[src/rtl/sfw_pkg.sv]
package sfw_pkg;

    // Default width of the device data bus.
    localparam int WORD_W = 32;

    // Number of strobes the device can still sample after its flag
    // has dropped, for a given count of flag register stages.
    function automatic int stop_distance(input int flag_stages);
        return flag_stages + 1;
    endfunction

endpackage

[src/rtl/sfw_flag_stage.sv]
module sfw_flag_stage #(
    parameter int FLAG_STAGES = 1
) (
    input  logic clk,
    input  logic rst_n,
    input  logic flag_n_in,
    output logic room_ok
);

    generate
        if (FLAG_STAGES == 0) begin : g_direct
            // Room follows the device pin combinationally.
            assign room_ok = flag_n_in;
        end else begin : g_registered
            // One register between pin and handshake; resets to "no room"
            // so nothing is accepted before the flag has been seen.
            logic room_d, room_q;

            always_comb begin
                room_d = flag_n_in;
            end

            always_ff @(posedge clk or negedge rst_n) begin
                if (!rst_n) room_q <= 1'b0;
                else        room_q <= room_d;
            end

            assign room_ok = room_q;
        end
    endgenerate

endmodule

[src/rtl/sfw_launch.sv]
module sfw_launch #(
    parameter int DATA_W = sfw_pkg::WORD_W
) (
    input  logic              clk,
    input  logic              rst_n,
    input  logic              load,
    input  logic [DATA_W-1:0] load_data,
    output logic              wr_active,
    output logic [DATA_W-1:0] bus_data
);

    typedef struct packed {
        logic              wr;
        logic [DATA_W-1:0] data;
    } launch_t;

    launch_t st_d, st_q;

    always_comb begin
        st_d    = st_q;
        st_d.wr = load;
        if (load) begin
            st_d.data = load_data;
        end
    end

    always_ff @(posedge clk or negedge rst_n) begin
        if (!rst_n) begin
            st_q.wr   <= 1'b0;
            st_q.data <= '0;
        end else begin
            st_q <= st_d;
        end
    end

    assign wr_active = st_q.wr;
    assign bus_data  = st_q.data;

endmodule

[src/rtl/sfw_master.sv]
module sfw_master #(
    parameter int DATA_W      = sfw_pkg::WORD_W,
    parameter int FLAG_STAGES = 1
) (
    input  logic              clk,
    input  logic              rst_n,
    input  logic              src_valid,
    input  logic [DATA_W-1:0] src_data,
    output logic              src_ready,
    output logic [DATA_W-1:0] dev_data,
    output logic              dev_wr_n,
    input  logic              dev_pfull_n
);

    localparam int STOP_DIST = sfw_pkg::stop_distance(FLAG_STAGES);

    logic room_ok;
    logic take;
    logic wr_active;

    sfw_flag_stage #(
        .FLAG_STAGES (FLAG_STAGES)
    ) flag_i (
        .clk       (clk),
        .rst_n     (rst_n),
        .flag_n_in (dev_pfull_n),
        .room_ok   (room_ok)
    );

    // A word is taken only when the (possibly delayed) flag shows room;
    // a taken word is always written on the next cycle.
    always_comb begin
        src_ready = room_ok;
        take      = src_valid && room_ok;
    end

    sfw_launch #(
        .DATA_W (DATA_W)
    ) launch_i (
        .clk       (clk),
        .rst_n     (rst_n),
        .load      (take),
        .load_data (src_data),
        .wr_active (wr_active),
        .bus_data  (dev_data)
    );

    assign dev_wr_n = ~wr_active;

    initial begin
        if (STOP_DIST < 1 || FLAG_STAGES > 1) begin
            $display("sfw_master: FLAG_STAGES must be 0 or 1");
        end
    end

endmodule

[config.mk]
export PLATFORM = sky130hd
export DESIGN_NAME = sfw_master
export DESIGN_NICKNAME = d
export VERILOG_FILES = /design/src/rtl/sfw_pkg.sv /design/src/rtl/sfw_flag_stage.sv /design/src/rtl/sfw_launch.sv /design/src/rtl/sfw_master.sv
export SDC_FILE = /design/constraint.sdc
export NUM_CORES = 1
export LEC_CHECK = 0
export CORE_ASPECT_RATIO = 1.5
export CORE_MARGIN = 2
export CORE_UTILIZATION = 45
export CTS_BUF_LIST = sky130_fd_sc_hd__clkbuf_4
export CTS_CLUSTER_DIAMETER = 30
export DETAILED_ROUTE_END_ITERATION = 16
export DONT_BUFFER_PORTS = 1
export SKIP_LAST_GASP = 1
export SYNTH_ARGS = -nofsm -noshare
export SYNTH_HDL_FRONTEND = slang
export SYNTH_SLANG_ARGS = --single-unit
[constraint.sdc]
create_clock -name clk -period 2.2 [get_ports clk]
set_clock_uncertainty 0.15 [all_clocks]
set_input_delay 0.44 -clock clk [delete_from_list [all_inputs] [get_ports clk]]
set_output_delay 0.44 -clock clk [all_outputs]
set_load 0.01 [all_outputs]
Word-level counts from Yosys, hierarchy flattened:

Index checks and enable logic that the tools add are counted.
Widths: inputs -> output; s select.

* register bits after elaboration: 34
* input port bits: 36

* bitwise gates (word level): 1
* reduce and logical (&&, ||, !) cells: 1

Operator list (number)
* $logic_and 1x1->1: 1
* $not 1->1: 1

Depth between registers and ports, before layout:

Gate-level depths: netlist (run 1).

* depth after elaboration: 1
* mapped depth: 3
* depth with buffers taken out: 2

By module:

From an unflattened synthesis (run 1), not the netlist that was laid out.

* cell total of the unflattened synthesis: 72
* area total of the unflattened synthesis: 1405.1 µm²

By module, submodules not included
* sfw_launch: instances 1, cells an instance 69, area each 1370.1 µm², seq. area each 825.8 µm²
* sfw_flag_stage: instances 1, cells an instance 1, area each 25.0 µm², seq. area each 25.0 µm²
* sfw_master: instances 1, cells an instance 2, area each 10.0 µm², seq. area each 0.0 µm²

Worst setup path before layout (run 1):

No wires, ideal clock.

* kind: input to register
* from: in src_valid
* to: reg launch_i.st_q (netlist bit launch_i.bus_data[0])
* library setup time: 125 ps
* arrival time: 1037 ps
* path slack: 888 ps
* stages on the path: 3
* buffers on the path: 1
* cells stage by stage: nand2_2 > buf_6 > mux2_4

* cells in the longest elaborated chain, start to end: 1

Ends and longest elaborated chain
* start: declaration: line sfw_master.sv:7 `input logic src_valid,`
* $logic_and 1x1->1: line sfw_master.sv:34 `take = src_valid && room_ok;`
* end signal: assignment: line sfw_launch.sv:32 `st_q <= st_d;`
* end: declaration: line sfw_launch.sv:17 `launch_t st_d, st_q;`

No other way between the ends.
A chain may end at the register's enable or synchronous reset.

Worst setup path after layout (run 1):

* from: reg flag_i.g_registered.room_q, in the netlist flag_i.room_ok
* to: reg launch_i.st_q (netlist bit launch_i.bus_data[27])

* cells in the longest elaborated chain, start to end: 1

Ends and longest elaborated chain
* start: declaration: line sfw_flag_stage.sv:17 `logic room_d, room_q;`
* start signal: assignment: line sfw_flag_stage.sv:25 `else room_q <= room_d;`
* $logic_and 1x1->1: line sfw_master.sv:34

No other way between the ends.

==> results of run 1 <==
==> flip-flops by register name, summed over array words and instances, names as in the netlist <==
signal / flops
launch_i.wr_active: 1
launch_i.bus_data: 32
flag_i.room_ok: 1
==> through the flow <==
step	utilization	hold slack (ns)	instances	power (mW)	worst slack [ns]
2_1_floorplan	-	-0.00559	72	0.964	0.888
3_3_place_gp	0.480	-0.00470	110	0.987	0.790
3_5_place_dp	0.480	-0.00466	110	0.994	0.768
4_1_cts	0.512	0.0884	121	1.34	0.756
5_1_grt	0.512	0.0693	121	1.39	0.699
6_report	0.512	0.107	121	1.32	0.768
==> worst max-delay path, cell delays in order, from the launching register on <==
cell and delay [ns]:
dfrtp_1 0.44, nand2_2 0.08, buf_4 0.30, mux2_4 0.33
==> report_power, final <==
group	switching, mW	internal (mW)
sequential	0.107	0.714
clock	0.187	0.132
combinational	0.0504	0.126
==> routing by layer <==
metal,share of wire,wire length (µm),GRT usage
met2,0.52,1130,0.218
met5,0,0,0
met4,0.014,31,0.0762
met3,0.084,184,0.0708
met1,0.38,839,0.149
==> cells by family after synthesis <==
logic type	Yosys count
simple gates	1
mux	32
buf+inv	5
flops	34
==> area by class of cell <==
type | instances | area, µm²
flip-flops and latches | 34 | 851
multi-input cells | 33 | 475
clock inverters | 2 | 8.76
clock buffers | 6 | 45.0
inverters | 2 | 7.51
repair buffers | 5 | 55.1
fillers | 266 | 1420
well taps | 39 | 48.8
==> cells in the final DEF (no fill, tap or decap) <==
master         instances
buf_12                 1
inv_1                  2
nand2_2                1
dlygate4sd3_1          2
dfrtp_1               34
mux2_2                 3
clkinv_2               1
clkinv_1               1
buf_4                  2
clkbuf_4               6
mux2_4                29
==> what timing repair did <==
item / CTS / global route
setup buffers: 0 / 0
endpoints found under the hold margin: 35 / 0
hold buffers: 3 / 0
==> how the worst max path moves through the flow <==
stage	end	slack, ns
2_1_floorplan	launch_i.bus_data[0]	0.89
6_report	launch_i.bus_data[27]	0.77
5_1_grt	launch_i.bus_data[27]	0.70
4_1_cts	launch_i.bus_data[27]	0.76
3_3_place_gp	launch_i.bus_data[29]	0.79
3_5_place_dp	launch_i.bus_data[29]	0.77
==> impl_metrics.ini, run 1 <==
[synth]
synth_compound_area_frac = 0
synth_adder_area_share = 0
syn_area_um2 = 1370
ys_types = 6
synthMostInstantiatedCell = dfrtp_1
yosys_warnings = 0
synth_xor_area_frac = 0
async_flop_share = 1.00
synth_seq_cells = 34
synth_top_family_by_area = multiplexers
yosys.area_share.simple = 0.00457
syn-num-nets = 108
syn_area_per_cell_um2 = 19.0
synthMuxAreaShare = 0.343
synthTopCellsByCount = dfrtp_1 (34), mux2_4 (29), buf_6 (3), mux2_2 (3), inv_1 (2)
synth_edf_count = 0
ys_seq_area_frac = 0.622
synth_largest_area_cell = dfrtp_1
synth_ff_type = dfrtp_1
synth_area_leaders = dfrtp_1 (62%), mux2_4 (32%), buf_6 (2.5%)
netlist.area_leader.share = 0.622
netlist_instances = 72

[min_path]
whs_path_depth = 1
min_from = src_data[21]
holdCritPathClass = input pin to register
min_to = launch_i.bus_data[21]

[layout]
area.growth.synth_to_final_pct = 9.06
fin_area_um2 = 1490
n_antenna_cell = 0
nets = 117
drive_gt1_frac = 0.524

[setup_path]
worstReg2RegEnd = launch_i.bus_data[27]
critical_path.startpoint = flag_i.room_ok
r2r_start = flag_i.room_ok
required_ns = 2.26
cp_max_fo = 18
arrival_ns = 1.49
r2r_slack_ns = 0.77
end_kind = register
cp-start-kind = register
worstSetupPathType = register to register
worstRegToRegCells = 3

[placement]
port_buffers = 0
detailed_place_hpwl_mm = 1.57
placed_area_um2 = 1400
place.gp.congestion = 0.573

[global_route]
overflow = 0
antenna_found_initial = 0
grt_pass1_wl_mm = 3.48
grt_use_total = 0.138
grt_pass1_vias = 661
grt_start_max_net_pins = 35

[pwr]
peakVddDrop_v = 0.000492
leakage_nw = 0.745
power.density_nw_per_um2 = 883

[sta]
max_slew.worst_pin.slew_ns = 0.313
max_slew_margin = 0.791
hold_violations = 0
slew_viol_final = 0
clock.fmax_mhz = 698
finalCriticalPeriod_ns = 1.43
timing.final.crit_share = 0.651
setup_violations = 0
finalSetupTns_ns = 0
rsz0062_at_grt = no

[clock_tree]
clockBufferDepth = 2
cts_buffers = 5
cts.repair.resized = 0
clkTransAtPathRegs_ns = 0.10
cts.sinks = 34
cts_tree = done
cts_max_level = 2
clk_latency_ns = 0.32
cts-root-buf = clkbuf_4

[route]
dr.pass1.iters = 2
wire_per_inst_um = 18.1
drtIter0Drc = 1
via_count = 627
ant_nets = 0
drc = 0
drt_wl_total_mm = 2.19
viasPerCell = 5.18

[floorplanning]
die_h_um = 71.5
initial_utilization = 0.470
rows = 24
core_um2 = 2910
dieArea_um2 = 3500
die_w_um = 49.0
num_io_pins = 70

[run_status]
outcome = finished clean

[run]
cap_viol_max_count = 0
(Power assumes the default switching activity.)
==> inputs of run 2 (changes only) <==
--- a/config.mk
+++ b/config.mk
@@ -5,6 +5,7 @@
 export SDC_FILE = /design/constraint.sdc
 export NUM_CORES = 1
 export LEC_CHECK = 0
+export ABC_AREA = 1
 export CORE_ASPECT_RATIO = 1.5
 export CORE_MARGIN = 2
 export CORE_UTILIZATION = 45
==> constraint.sdc (replaced) <==
create_clock -name clk -period 1.2 [get_ports clk]
set_clock_uncertainty 0.15 [all_clocks]
set_input_delay 0.24 -clock clk [delete_from_list [all_inputs] [get_ports clk]]
set_output_delay 0.24 -clock clk [all_outputs]
set_load 0.01 [all_outputs]
==> impl_metrics.ini, run 2 <==
[setup_path]
cpPeakStageDelay_ns = 0.41
cp_max_fo = 16
cp_slowest_cell = dfrtp_2
worstSetupPathType = register to output pin
cp-start-kind = register
end_kind = output pin
required_ns = 0.81
critPathTopFamily = flip-flops
critical_path_buf_inv_count = 1
crit_chain = buf_6
arrival_ns = 0.89

[clock_tree]
clockBufferDepth = 2
clk_latency_ns = 0.32
cts_buffers = 5
cts_max_level = 2
clkTransAtPathRegs_ns = 0.09
cts-root-buf = clkbuf_4
cts.sinks = 34
cts_hold_buf = 35
cts_tree = done

[synth]
syn_area_per_cell_um2 = 10.3
synth_top_family_by_area = simple AND/OR/NAND/NOR gates
async_flop_share = 1.00
synth_xor_area_frac = 0
synth_compound_area_frac = 0
synthTopCellsByCount = nand2_1 (35), dfrtp_1 (34), nand3_1 (32)
synth_area_leaders = dfrtp_1 (58%), nand2_2 (12%), nand3_1 (11%)
synthMostInstantiatedCell = nand2_1
yosys_warnings = 0
ys_types = 10
synth_edf_count = 0
ys_seq_area_frac = 0.575
netlist.area_leader.share = 0.575
synth_seq_cells = 34
netlist_instances = 144
synthMuxAreaShare = 0
yosys.area_share.simple = 0.333
synth_largest_area_cell = dfrtp_1
synth_ff_type = dfrtp_1
syn-num-nets = 180
syn_area_um2 = 1480
synth_adder_area_share = 0

[pwr]
power_frac_comb = 0.143
power.total_mw = 2.41
power.density_nw_per_um2 = 1280
peakVddDrop_v = 0.000796
leakage_nw = 0.928
netSwitchingPower_mw = 0.674
p_int_mw = 1.73
seq_power_share = 0.608
clock_power_share = 0.249
sw_frac_of_total = 0.280

[sta]
finalSetupTns_ns = -0.0835
slew_viol_final = 0
hold_violations = 32
whs_ns = -0.0972
fin_ws_ns = -0.0835
max_slew.worst_pin.slew_ns = 0.183
setup_violations = 1
finalCriticalPeriod_ns = 1.28
rsz0062_at_grt = yes
clock.fmax_mhz = 779
timing.final.crit_share = 1.07
max_slew_margin = 0.878

[floorplanning]
core_um2 = 3160
die_h_um = 74.2
die_w_um = 50.8
rows = 25
num_io_pins = 70
dieArea_um2 = 3770
initial_utilization = 0.468

[global_route]
met1_usage = 0.181
grt_use_total = 0.175
met3_usage = 0.0663
grt.busiest_layer = met2
grt_start_max_net_pins = 35
grt_pass1_vias = 1144
grt_pass1_wl_mm = 4.91
overflow = 0
grtUsageMet2 = 0.308
antenna_found_initial = 0

[layout]
largest_register_ffs = 32
final_util = 0.594
drive_gt1_frac = 0.260
fin_area_um2 = 1880
final_common_cell = nand2_1
final_cell_mix = nand2_1 (35), dlygate4sd3_1 (34), dfrtp_1 (33), nand3_1 (32), nand2_2 (29)
n_antenna_cell = 0
nets = 217
instances_no_fill = 221
area.growth.synth_to_final_pct = 26.8

[route]
drtIter0Drc = 25
ant_nets = 0
via_count = 1105
drc = 0
wire_per_inst_um = 13.8
dr.pass1.iters = 6
drt_wl_total_mm = 3.04
viasPerCell = 5.00

[placement]
dpl_worst_slack_ns = 0.0760
detailed_place_hpwl_mm = 1.97
place.gp.congestion = 0.702
placed_area_um2 = 1440
placed_cells = 178
port_buffers = 0

[run_status]
violations = hold timing, setup timing
outcome = complete, but fails checks

[run]
cap_viol_max_count = 0

[min_path]
holdCritPathClass = input pin to register
run 2: final timing paths:
path | start | to | slack [ns] | cells after the start
min | src_valid | launch_i.bus_data[10] | -0.1 | 2
min in group asynchronous | rst_n | launch_i.bus_data[13] | 0.21 | 2
max reg2reg | flag_i.room_ok | launch_i.bus_data[31] | 0.06 | 5
max | flag_i.room_ok | src_ready | -0.08 | 1
max in group asynchronous | rst_n | flag_i.room_ok | 0.50 | 2
min reg2reg | launch_i.bus_data[28] | launch_i.bus_data[28] | 0.40 | 2
run 2: power by group through the flow:
stage               clock, mW  sequential (mW)  combinational (mW)
global route            0.680             1.48               0.391
CTS                     0.637             1.47               0.344
floorplan                   0             1.46               0.231
global placement            0             1.49               0.204
finish                  0.600             1.46               0.344
detailed placement          0             1.49               0.218
run 2: per-layer routing:
layer | vias to the layer above | wire [µm] | part of all wire
met5 | - | 0 | 0
met4 | 0 | 76 | 0.025
met3 | 9 | 233 | 0.077
met2 | 59 | 1550 | 0.51
met1 | 511 | 1190 | 0.39
li1 | 526 | - | -
run 2: cells by family after synthesis:
group,after synthesis
simple gates,97
flops,34
buf+inv,13
run 2: cell type report:
type                    count  area (µm²)
clock buffers               7        52.6
fillers                   262        1280
inverters                   2        7.51
multi-input cells          97         493
flip-flops and latches     34         852
well taps                  40        50.0
repair buffers             41         420
run 2: repair_timing:
item,CTS,global route
buffers inserted,1,0
pin swaps,0,0
hold endpoints to repair,67,32
setup endpoints to repair,1,23
resized for setup,2,4
==> inputs of run 3 (changes only) <==
--- a/config.mk
+++ b/config.mk
@@ -8,11 +8,13 @@
 export ABC_AREA = 1
 export CORE_ASPECT_RATIO = 1.5
 export CORE_MARGIN = 2
-export CORE_UTILIZATION = 45
+export CORE_UTILIZATION = 50
 export CTS_BUF_LIST = sky130_fd_sc_hd__clkbuf_4
 export CTS_CLUSTER_DIAMETER = 30
 export DETAILED_ROUTE_END_ITERATION = 16
 export DONT_BUFFER_PORTS = 1
+export GPL_ROUTABILITY_DRIVEN = 0
+export PLACE_DENSITY = 0.68
 export SKIP_LAST_GASP = 1
 export SYNTH_ARGS = -nofsm -noshare
 export SYNTH_HDL_FRONTEND = slang
==> impl_metrics.ini, run 3 (synthesis results as in run 2) <==
[setup_path]
required_ns = 0.81
worstRegToRegCells = 4
crit_path_end = src_ready
critPathTopFamily = flip-flops
critical_path_buf_inv_count = 1
worstSetupPathType = register to output pin
r2r_start = flag_i.room_ok
end_kind = output pin
critical_path.startpoint = flag_i.room_ok
cp-start-kind = register
r2r_slack_ns = 0
cp_max_fo = 2
worstReg2RegEnd = launch_i.bus_data[3]
crit_chain = buf_6
crit_cells = 1
arrival_ns = 0.88
cpPeakStageDelay_ns = 0.42
cp_slowest_cell = dfrtp_2

[layout]
instances_no_fill = 220
fill_cells = 222
seq_area_um2 = 852
nets = 216
final_cell_mix = nand2_1 (35), dlygate4sd3_1 (34), dfrtp_1 (33), nand3_1 (32), nand2_2 (29)
drive_gt1_frac = 0.243
n_antenna_cell = 0
area.growth.synth_to_final_pct = 26.8
final_util = 0.657
final_common_cell = nand2_1
largest_register_ffs = 32
multiInputGateArea_um2 = 513

[clock_tree]
clockBufferDepth = 2
cts_tree = done
cts_hold_buf = 35
cts-root-buf = clkbuf_4
cts.sinks = 34
clk_latency_ns = 0.34
cts_max_level = 2
cts_buffers = 5
clkTransAtPathRegs_ns = 0.10

[global_route]
antenna_found_initial = 0
overflow = 0
grt_pass1_wl_mm = 5.46
grt_start_max_net_pins = 35
grt_pass1_vias = 1258
grt_use_total = 0.212

[route]
ant_nets = 0
dr.pass1.iters = 4
via_count = 1155
drc = 0
viasPerCell = 5.25
drtIter0Drc = 28
wire_per_inst_um = 15.9
drt_wl_total_mm = 3.49

[floorplanning]
core_um2 = 2850
num_io_pins = 70
rows = 24
initial_utilization = 0.518
dieArea_um2 = 3420
die_h_um = 70.6
die_w_um = 48.4

[pwr]
peakVddDrop_v = 0.000944
power.density_nw_per_um2 = 1280
leakage_nw = 0.919
power.total_mw = 2.39

[sta]
hold_violations = 33
rsz0062_at_grt = yes
max_slew_margin = 0.876
slew_viol_final = 0
timing.final.crit_share = 1.06
max_slew.worst_pin.slew_ns = 0.186
fin_ws_ns = -0.0710
clock.fmax_mhz = 787
finalCriticalPeriod_ns = 1.27
whs_ns = -0.117
setup_violations = 1

[run_status]
violations = hold timing, setup timing
outcome = complete, but fails checks

[placement]
detailed_place_hpwl_mm = 1.95
dpl_worst_slack_ns = 0.0325
placed_cells = 175
port_buffers = 0

[min_path]
holdCritPathClass = input pin to register

[run]
cap_viol_max_count = 0
[run 3: layout make-up]
type	instances	area share
sequential	34	0.454
multi-input combinational	98	0.274
inverter	2	0.00400
clock inverter	3	0.00600
timing repair buffer	39	0.216
tap	39	0.0260
clock buffer	5	0.0200
[run 3: what timing repair did]
action	CTS	global route
buffers inserted	1	0
pin swaps	0	1
resized for setup	3	4
setup endpoints to repair	2	54
gates cloned	0	1
endpoints found under the hold margin	67	33
[run 3: how the worst min path moves through the flow]
| stage | startpoint | to | slack [ns] | cells after the start |
|---|---|---|---|---|
| 6_report | src_valid | launch_i.bus_data[27] | -0.12 | 2 |
| 5_1_grt | src_valid | launch_i.bus_data[23] | -0.14 | 2 |
| 4_1_cts | src_valid | launch_i.bus_data[23] | -0.12 | 2 |
| 3_5_place_dp | rst_n | launch_i.bus_data[2] | -0.20 | 0 |
| 3_3_place_gp | rst_n | launch_i.bus_data[0] | -0.20 | 0 |
| 2_1_floorplan | rst_n | flag_i.room_ok | -0.21 | 0 |
[run 3: metrics by stage]
step                hold WS, ns  setup TNS (ns)  area [µm²]
floorplan                -0.206               0        1480
global placement         -0.205               0        1420
detailed placement       -0.205               0        1420
CTS                      -0.123         -0.0821        1840
global route             -0.137          -0.680        1880
finish                   -0.117         -0.0710        1880
[run 3: power by group]
| group | total [mW] | internal [mW] | leakage, nW | switching [mW] |
|---|---|---|---|---|
| Sequential | 1.47 | 1.28 | 0.419 | 0.186 |
| Combinational | 0.353 | 0.184 | 0.471 | 0.169 |
| Clock | 0.571 | 0.208 | 0.0277 | 0.363 |
[run 3: metal layers]
metal | wire length, µm | global-route usage | part of all wire
met5 | 0 | 0 | 0
met1 | 1260 | 0.203 | 0.36
met3 | 239 | 0.0759 | 0.068
met2 | 1950 | 0.395 | 0.56
met4 | 44 | 0.105 | 0.013
